==> config.mk <==
export PLATFORM = sky130hd
export DESIGN_NAME = spi_cmd_engine
export DESIGN_NICKNAME = d
export VERILOG_FILES = /design/src/rtl/spi_cmd_pkg.sv /design/src/rtl/spi_cmd_fifo.sv /design/src/rtl/spi_cmd_shift.sv /design/src/rtl/spi_cmd_engine.sv
export SDC_FILE = /design/constraint.sdc
export NUM_CORES = 1
export LEC_CHECK = 0
export ABC_AREA = 1
export BUFFER_PORTS_ARGS = -buffer_cell sky130_fd_sc_hd__buf_2
export CORE_MARGIN = 2
export CORE_UTILIZATION = 35
export CTS_CLUSTER_DIAMETER = 120
export DETAILED_ROUTE_END_ITERATION = 10
export GPL_TIMING_DRIVEN = 0
export PLACE_DENSITY = 0.6
export SETUP_SLACK_MARGIN = 0.5
export SYNTH_ARGS = -nofsm -noshare
export SYNTH_HDL_FRONTEND = slang
export SYNTH_SLANG_ARGS = --single-unit
==> constraint.sdc <==
create_clock -name clk -period 5.4 [get_ports clk]
set_clock_uncertainty 0.1 [all_clocks]
set_input_delay 0.54 -clock clk [delete_from_list [all_inputs] [get_ports clk]]
set_output_delay 0.54 -clock clk [all_outputs]
set_load 0.02 [all_outputs]
==> src/rtl/spi_cmd_pkg.sv <==
package spi_cmd_pkg;

   localparam logic [3:0] A_OPC = 4'h0;
   localparam logic [3:0] A_CNT = 4'h1;
   localparam logic [3:0] A_CTL = 4'h2;
   localparam logic [3:0] A_STS = 4'h3;
   localparam logic [3:0] A_DAT = 4'hC;
   localparam logic [3:0] A_PTR = 4'hD;

   localparam int unsigned CTL_GO_BIT  = 0;
   localparam int unsigned CTL_CLR_BIT = 4;

   typedef enum logic [1:0] {
      S_IDLE  = 2'd0,
      S_SHIFT = 2'd1,
      S_TAIL  = 2'd2
   } seq_state_t;

endpackage

==> src/rtl/spi_cmd_fifo.sv <==
module spi_cmd_fifo #(
   parameter int unsigned DEPTH = 8,
   parameter int unsigned PTR_W = $clog2(DEPTH)
) (
   input  logic             clk,
   input  logic             rst_n,
   input  logic             ptr_clr,
   input  logic             sw_adv,
   input  logic             sw_we,
   input  logic [7:0]       sw_wdata,
   output logic [7:0]       sw_rdata,
   output logic [PTR_W-1:0] ptr,
   input  logic             eng_we,
   input  logic [PTR_W-1:0] eng_waddr,
   input  logic [7:0]       eng_wdata,
   input  logic [PTR_W-1:0] eng_raddr,
   output logic [7:0]       eng_rdata
);

   logic [7:0] ent [DEPTH];

   for (genvar i = 0; i < DEPTH; i++) begin : g_ent
      always_ff @(posedge clk or negedge rst_n) begin
         if (!rst_n)
            ent[i] <= '0;
         else if (eng_we && eng_waddr == PTR_W'(i))
            ent[i] <= eng_wdata;
         else if (sw_we && ptr == PTR_W'(i))
            ent[i] <= sw_wdata;
      end
   end

   always_ff @(posedge clk or negedge rst_n) begin
      if (!rst_n)       ptr <= '0;
      else if (ptr_clr) ptr <= '0;
      else if (sw_adv)  ptr <= ptr + 1'b1;
   end

   assign sw_rdata  = ent[ptr];
   assign eng_rdata = ent[eng_raddr];

   p_ptr_clear_r4: assert property (@(posedge clk) disable iff (!rst_n)
      ptr_clr |=> (ptr == '0));

   p_ptr_step_r3: assert property (@(posedge clk) disable iff (!rst_n)
      (sw_adv && !ptr_clr) |=> (ptr == PTR_W'($past(ptr) + 1'b1)));

   p_single_writer_r9: assert property (@(posedge clk) disable iff (!rst_n)
      !(sw_we && eng_we));

endmodule

==> src/rtl/spi_cmd_shift.sv <==
module spi_cmd_shift #(
   parameter int unsigned DIV = 2
) (
   input  logic       clk,
   input  logic       rst_n,
   input  logic       start,
   input  logic [7:0] tx_byte,
   input  logic       miso,
   output logic       sck,
   output logic       mosi,
   output logic       done,
   output logic [7:0] rx_byte
);

   localparam int unsigned CW = (DIV > 1) ? $clog2(DIV) : 1;
   localparam logic [CW-1:0] CNT_LAST = CW'(DIV - 1);

   logic          act;
   logic [CW-1:0] cnt;
   logic [2:0]    bitn;
   logic [7:0]    sh_tx;
   logic [7:0]    sh_rx;

   always_ff @(posedge clk or negedge rst_n) begin
      if (!rst_n) begin
         act   <= 1'b0;
         sck   <= 1'b0;
         cnt   <= '0;
         bitn  <= '0;
         sh_tx <= '0;
         sh_rx <= '0;
         done  <= 1'b0;
      end else begin
         done <= 1'b0;
         if (start) begin
            act   <= 1'b1;
            sck   <= 1'b0;
            cnt   <= '0;
            bitn  <= '0;
            sh_tx <= tx_byte;
         end else if (act) begin
            if (cnt == CNT_LAST) begin
               cnt <= '0;
               if (!sck) begin
                  sck   <= 1'b1;
                  sh_rx <= {sh_rx[6:0], miso};
               end else begin
                  sck <= 1'b0;
                  if (bitn == 3'd7) begin
                     act  <= 1'b0;
                     done <= 1'b1;
                  end else begin
                     bitn  <= bitn + 1'b1;
                     sh_tx <= {sh_tx[6:0], 1'b0};
                  end
               end
            end else begin
               cnt <= cnt + 1'b1;
            end
         end
      end
   end

   assign mosi    = act & sh_tx[7];
   assign rx_byte = sh_rx;

   p_mosi_hold_r6: assert property (@(posedge clk) disable iff (!rst_n)
      (sck && $past(sck)) |-> $stable(mosi));

   p_start_when_idle_r6: assert property (@(posedge clk) disable iff (!rst_n)
      start |-> !act);

endmodule

==> src/rtl/spi_cmd_engine.sv <==
module spi_cmd_engine
   import spi_cmd_pkg::*;
#(
   parameter int unsigned DIV        = 2,
   parameter int unsigned FIFO_DEPTH = 8,
   parameter logic [7:0]  RX_FILL    = 8'h00
) (
   input  logic       clk,
   input  logic       rst_n,
   input  logic [3:0] reg_addr,
   input  logic       reg_wr,
   input  logic       reg_rd,
   input  logic [7:0] reg_wdata,
   output logic [7:0] reg_rdata,
   output logic       spi_sck,
   output logic       spi_mosi,
   input  logic       spi_miso,
   output logic       spi_cs_n,
   output logic       done_pulse
);

   localparam int unsigned PTR_W  = $clog2(FIFO_DEPTH);
   localparam int unsigned IDX_W  = 5;
   localparam int unsigned TAIL_N = 2 * DIV;
   localparam int unsigned TAIL_W = $clog2(TAIL_N) + 1;

   if (DIV < 1) begin : g_bad_div
      $error("DIV must be at least 1");
   end
   if (FIFO_DEPTH != 2 && FIFO_DEPTH != 4 && FIFO_DEPTH != 8) begin : g_bad_depth
      $error("FIFO_DEPTH must be 2, 4 or 8");
   end

   seq_state_t        state;
   logic [IDX_W-1:0]  idx;
   logic [TAIL_W-1:0] tail_cnt;
   logic [7:0]        opcode_q;
   logic [7:0]        cnt_q;

   logic              busy, go, ptr_clr, acc_dat;
   logic              sw_we, sw_adv;
   logic [7:0]        sw_rdata, eng_rdata;
   logic [PTR_W-1:0]  ptr, eng_raddr, eng_waddr;
   logic              eng_we;
   logic [IDX_W-1:0]  tx_eff, total, nxt_j;
   logic              more, launch;
   logic [7:0]        launch_byte;
   logic              sh_done;
   logic [7:0]        sh_rx;

   assign busy    = (state != S_IDLE);
   assign acc_dat = (reg_addr == A_DAT);
   assign go      = reg_wr && (reg_addr == A_CTL) && reg_wdata[CTL_GO_BIT] && !busy;
   assign ptr_clr = reg_wr && (reg_addr == A_CTL) && reg_wdata[CTL_CLR_BIT];
   assign sw_we   = reg_wr && acc_dat && !busy;
   assign sw_adv  = acc_dat && (reg_rd || sw_we);

   always_comb begin
      if (int'(cnt_q[3:0]) > FIFO_DEPTH) tx_eff = IDX_W'(FIFO_DEPTH);
      else                               tx_eff = IDX_W'(cnt_q[3:0]);
   end

   assign total  = IDX_W'(1) + tx_eff + IDX_W'(cnt_q[7:4]);
   assign nxt_j  = busy ? (idx + 1'b1) : '0;
   assign more   = (nxt_j < total);
   assign launch = go || ((state == S_SHIFT) && sh_done && more);

   assign eng_raddr = PTR_W'(nxt_j - 1'b1);
   assign eng_waddr = PTR_W'(idx - 1'b1);
   assign eng_we    = (state == S_SHIFT) && sh_done && (idx > tx_eff);

   always_comb begin
      if (nxt_j == '0)          launch_byte = opcode_q;
      else if (nxt_j <= tx_eff) launch_byte = eng_rdata;
      else                      launch_byte = RX_FILL;
   end

   always_ff @(posedge clk or negedge rst_n) begin
      if (!rst_n) begin
         opcode_q <= '0;
         cnt_q    <= '0;
      end else if (reg_wr && !busy) begin
         if (reg_addr == A_OPC) opcode_q <= reg_wdata;
         if (reg_addr == A_CNT) cnt_q    <= reg_wdata;
      end
   end

   always_ff @(posedge clk or negedge rst_n) begin
      if (!rst_n) begin
         state      <= S_IDLE;
         idx        <= '0;
         tail_cnt   <= '0;
         done_pulse <= 1'b0;
      end else begin
         done_pulse <= 1'b0;
         unique case (state)
            S_IDLE: begin
               if (go) begin
                  state <= S_SHIFT;
                  idx   <= '0;
               end
            end
            S_SHIFT: begin
               if (sh_done) begin
                  if (more) begin
                     idx <= nxt_j;
                  end else begin
                     state    <= S_TAIL;
                     tail_cnt <= '0;
                  end
               end
            end
            S_TAIL: begin
               if (tail_cnt == TAIL_W'(TAIL_N - 1)) begin
                  state      <= S_IDLE;
                  done_pulse <= 1'b1;
               end else begin
                  tail_cnt <= tail_cnt + 1'b1;
               end
            end
            default: state <= S_IDLE;
         endcase
      end
   end

   assign spi_cs_n = (state == S_IDLE);

   always_comb begin
      unique case (reg_addr)
         A_OPC:   reg_rdata = opcode_q;
         A_CNT:   reg_rdata = cnt_q;
         A_CTL:   reg_rdata = {7'b0, busy};
         A_STS:   reg_rdata = {busy, 7'b0};
         A_DAT:   reg_rdata = sw_rdata;
         A_PTR:   reg_rdata = 8'(ptr);
         default: reg_rdata = '0;
      endcase
   end

   spi_cmd_fifo #(
      .DEPTH (FIFO_DEPTH),
      .PTR_W (PTR_W)
   ) u_fifo (
      .clk       (clk),
      .rst_n     (rst_n),
      .ptr_clr   (ptr_clr),
      .sw_adv    (sw_adv),
      .sw_we     (sw_we),
      .sw_wdata  (reg_wdata),
      .sw_rdata  (sw_rdata),
      .ptr       (ptr),
      .eng_we    (eng_we),
      .eng_waddr (eng_waddr),
      .eng_wdata (sh_rx),
      .eng_raddr (eng_raddr),
      .eng_rdata (eng_rdata)
   );

   spi_cmd_shift #(
      .DIV (DIV)
   ) u_shift (
      .clk     (clk),
      .rst_n   (rst_n),
      .start   (launch),
      .tx_byte (launch_byte),
      .miso    (spi_miso),
      .sck     (spi_sck),
      .mosi    (spi_mosi),
      .done    (sh_done),
      .rx_byte (sh_rx)
   );

   p_sck_low_when_deselected_r8: assert property (@(posedge clk) disable iff (!rst_n)
      spi_cs_n |-> !spi_sck);

   p_done_single_r10: assert property (@(posedge clk) disable iff (!rst_n)
      done_pulse |=> !done_pulse);

   p_done_at_end_r10: assert property (@(posedge clk) disable iff (!rst_n)
      done_pulse |-> (!busy && $past(busy)));

   p_opcode_locked_r9: assert property (@(posedge clk) disable iff (!rst_n)
      (busy && reg_wr && reg_addr == A_OPC) |=> $stable(opcode_q));

   p_count_locked_r9: assert property (@(posedge clk) disable iff (!rst_n)
      (busy && reg_wr && reg_addr == A_CNT) |=> $stable(cnt_q));

endmodule

==> metrics <==
antenna cells 0; Worst Hold Class input pin to register; capturing element type of the critical path register; Post-Synthesis Net Count ~1.1k; number of inserted filler cells in the final layout 2189; Post-DP HPWL 19000 um; total of warnings raised by yosys 0; Hold Path Cell Cnt 3; Min Clock Period, post-route 4.45 ns; starting DRC count in detailed routing approximately 680; count of endpoints failing hold in the final timing report 0; layout cell share with drive strength beyond 1 roughly 8.1%; Slew Limit Headroom between 40% and 50%; gpl congestion between 1 and 1.5; top area cells in the synthesized netlist dfrtp_1 (39%), nand2_1 (14%), nand3_1 (10%); stage delay of the slowest cell on the critical path slightly above 0.6 ns; library cell occupying the most area in the post-synthesis netlist dfrtp_1; TritonCTS clock tree done; Worst-path clk slew ~0.060 ns; cells resized by post-CTS repair 0; library cell contributing the largest single delay on the critical path buf_1; global-route wire length before repair 40900 um; total power per unit cell area about 350 nW/um^2; critical path's most frequent cell nand2_1; count of flip-flops with a built-in enable after synthesis 0; number of remaining DRC errors 0; result of the run completed; total CTS buffers 17; total number of clock tree sinks ~120; Die H 150 um; post-synthesis instance area ~7500 sq um; quantity of I/O buffers inserted on ports 19; number of global-route vias before repair 7047; most frequent cells in the layout nand2_1 (270), nand3_1 (149), dfrtp_1 (117); die area about 22000 sq um; number of vias in the routed layout about 7.4k; average wire length per cell after detail routing around 19 um; mean instance size in the synthesized netlist ~7.3 sq um; number of antenna violations at the first check in global routing 0; area fraction of the dominant cell type after synthesis 39.3%; via density per instance between 5 and 6; die width approximately 150 um; most frequent standard cell in the layout excluding fill and tap cells nand2_1; worst-case clock buffer depth 2; first-pass detailed-route iteration total 5; startpoint type of the worst setup path register; post-detailed-placement cell area roughly 7900 sq um; Worst Path Arrival 4.66 ns; post-synthesis async set-or-reset flop share between 90% and 100%; worst-margin pin slew just under 0.8 ns; Tcrit/Tclk final 82.5%; Peak supply drop 0.199 mV; unrepaired setup endpoints after global routing no; placeable core area about 21000 sq um; antenna-violating nets left 0; Worst-Skew Late Latency approximately 0.42 ns; sum of overflow across all layers after global routing 0; MaxCap Viol Count 0; max-slew violations 0; flip-flop and latch count after synthesis 117; drt total wl 26100 um; clk root buf clkbuf_16; Cell Chain, Critical Path inv_1 -> buf_2 -> buf_1 -> ha_1 -> inv_1 -> nor2_1 -> inv_1 -> ha_1 -> clkbuf_1 -> inv_1 -> clkbuf_1 -> nand3_1 -> nand2_1 -> nand2_1 -> nand3_1 -> nand2_1 -> nand2_1 -> nand2_1; row cnt 53; area added between synthesis and finish 14.3%; smallest hold slack between 0.2 and 0.3 ns; Max H-tree Level 4; top achievable clock speed about 220 MHz; standby leakage power roughly 0.0041 uW; maximum number of pins on one net before global-route repair 60; effective utilization at floorplan a little over a third; num ports 29; final net count roughly 1.1k; instance count of the mapped netlist between 1k and 1.5k; length in cells of the worst reg-to-reg path 18; final core utilization roughly 41%; required time of the worst setup path around 5.6 ns; Crit Path Class register to register; largest fanout on the critical path 13; sequential cell area fraction in the yosys report around 39%; aggregate global-route resource usage 24.4%; Total Neg Setup Slack 0 ns; leading register cell type out of synthesis dfrtp_1; count of cell types in the netlist 33; Final Setup Violations 0; post-route design area 8520 sq um
==> timing repair <==
| item | 4_1_cts | 5_1_grt |
|---|---|---|
| hold buffers | 1 | 0 |
| buffers inserted | 0 | 0 |
| hold endpoints to repair | 2 | 0 |
==> where the power goes <==
part           switching [uW]  internal (uW)  total [uW]  leakage (uW)
registers                73.6            957        1030       0.00128
logic                     583            224         807       0.00249
clock network             409            732        1140      0.000280
total                    1070           1910        2980       0.00405
==> critical path, delay by kind of cell (launching register included) <==
family | cells | cell delay (ns)
buf+inv | 8 | 2.15
simple gates | 8 | 1.03
fa+ha+maj | 2 | 0.56
flops | 1 | 0.48
==> state kept, by name, indices dropped and copies added (netlist names), 2 cells and up <==
| name | count |
|---|---|
| state | 2 |
| opcode_q | 8 |
| u_shift.sh_tx | 8 |
| cnt_q | 8 |
| u_shift.bitn | 3 |
| u_shift.rx_byte | 8 |
| idx | 5 |
| u_fifo.ptr | 3 |
| u_fifo.ent | 64 |
| tail_cnt | 3 |
==> cells in the mapped netlist (2+ instances only) <==
library cell and n:
a21oi_1 16, buf_1 4, buf_2 9, clkbuf_1 28, clkbuf_2 6, clkinv_1 9, clkinv_2 6, dfrtp_1 117
ha_1 33, inv_1 92, inv_2 3, nand2_1 270, nand2_2 4, nand3_1 149, nand3_2 6, nand3b_1 2
nand4_1 15, nor2_1 82, nor3_2 3, o211ai_1 80, o21ai_0 72, o221ai_1 2, o22ai_1 6
==> path summary, 6_finish.rpt <==
kind	start	end	slack, ns
setup reg to reg	idx[0]	u_shift.sh_tx[7]	0.95
setup / recovery	idx[0]	u_shift.sh_tx[7]	0.95
min in group asynchronous	rst_n	tail_cnt[0]	0.55
max in group asynchronous	rst_n	opcode_q[3]	3.93
hold reg to reg	u_shift.sh_tx[5]	u_shift.sh_tx[5]	0.38
hold / removal	spi_miso	u_shift.rx_byte[0]	0.27
==> metal layers <==
metal	routed length, um	track usage (%)	share of wire [%]
met2	11600	37.0	44
met5	0	0	0
met4	822	8.92	3.1
met3	1790	5.58	6.8
met1	11900	34.0	46
==> cell type report <==
| cell class | instances | area [sq um] | area share (%) |
|---|---|---|---|
| Buffer | 47 | 195 | 2.29 |
| Clock buffer | 22 | 454 | 5.33 |
| Clock inverter | 9 | 129 | 1.51 |
| Inverter | 110 | 420 | 4.93 |
| Multi-Input combinational cell | 750 | 3920 | 45.9 |
| Sequential cell | 117 | 2930 | 34.3 |
| Tap cell | 275 | 344 | 4.04 |
| Timing Repair Buffer | 21 | 139 | 1.63 |
==> stage by stage <==
step | worst slack (ns) | std cells | power (uW)
after global placement | 1.13 | 1318 | 1820
after CTS | 1.11 | 1351 | 2970
after detailed placement | 1.14 | 1319 | 1830
final | 0.946 | 1351 | 2980
after floorplan | 2.38 | 1024 | 1530
after global routing | 0.714 | 1351 | 3130
==> cells by family after synthesis <==
group	count (synthesis)	synth area share (%)
DFF	117	39.3
adders and majority gates	34	5.80
buffers and inverters	157	8.25
AOI/OAI and AO/OA	179	15.0
and+or+nand+nor	534	31.2
xor gates and xnor gates	3	0.453
No activity file was read; power rests on OpenSTA's default activity.
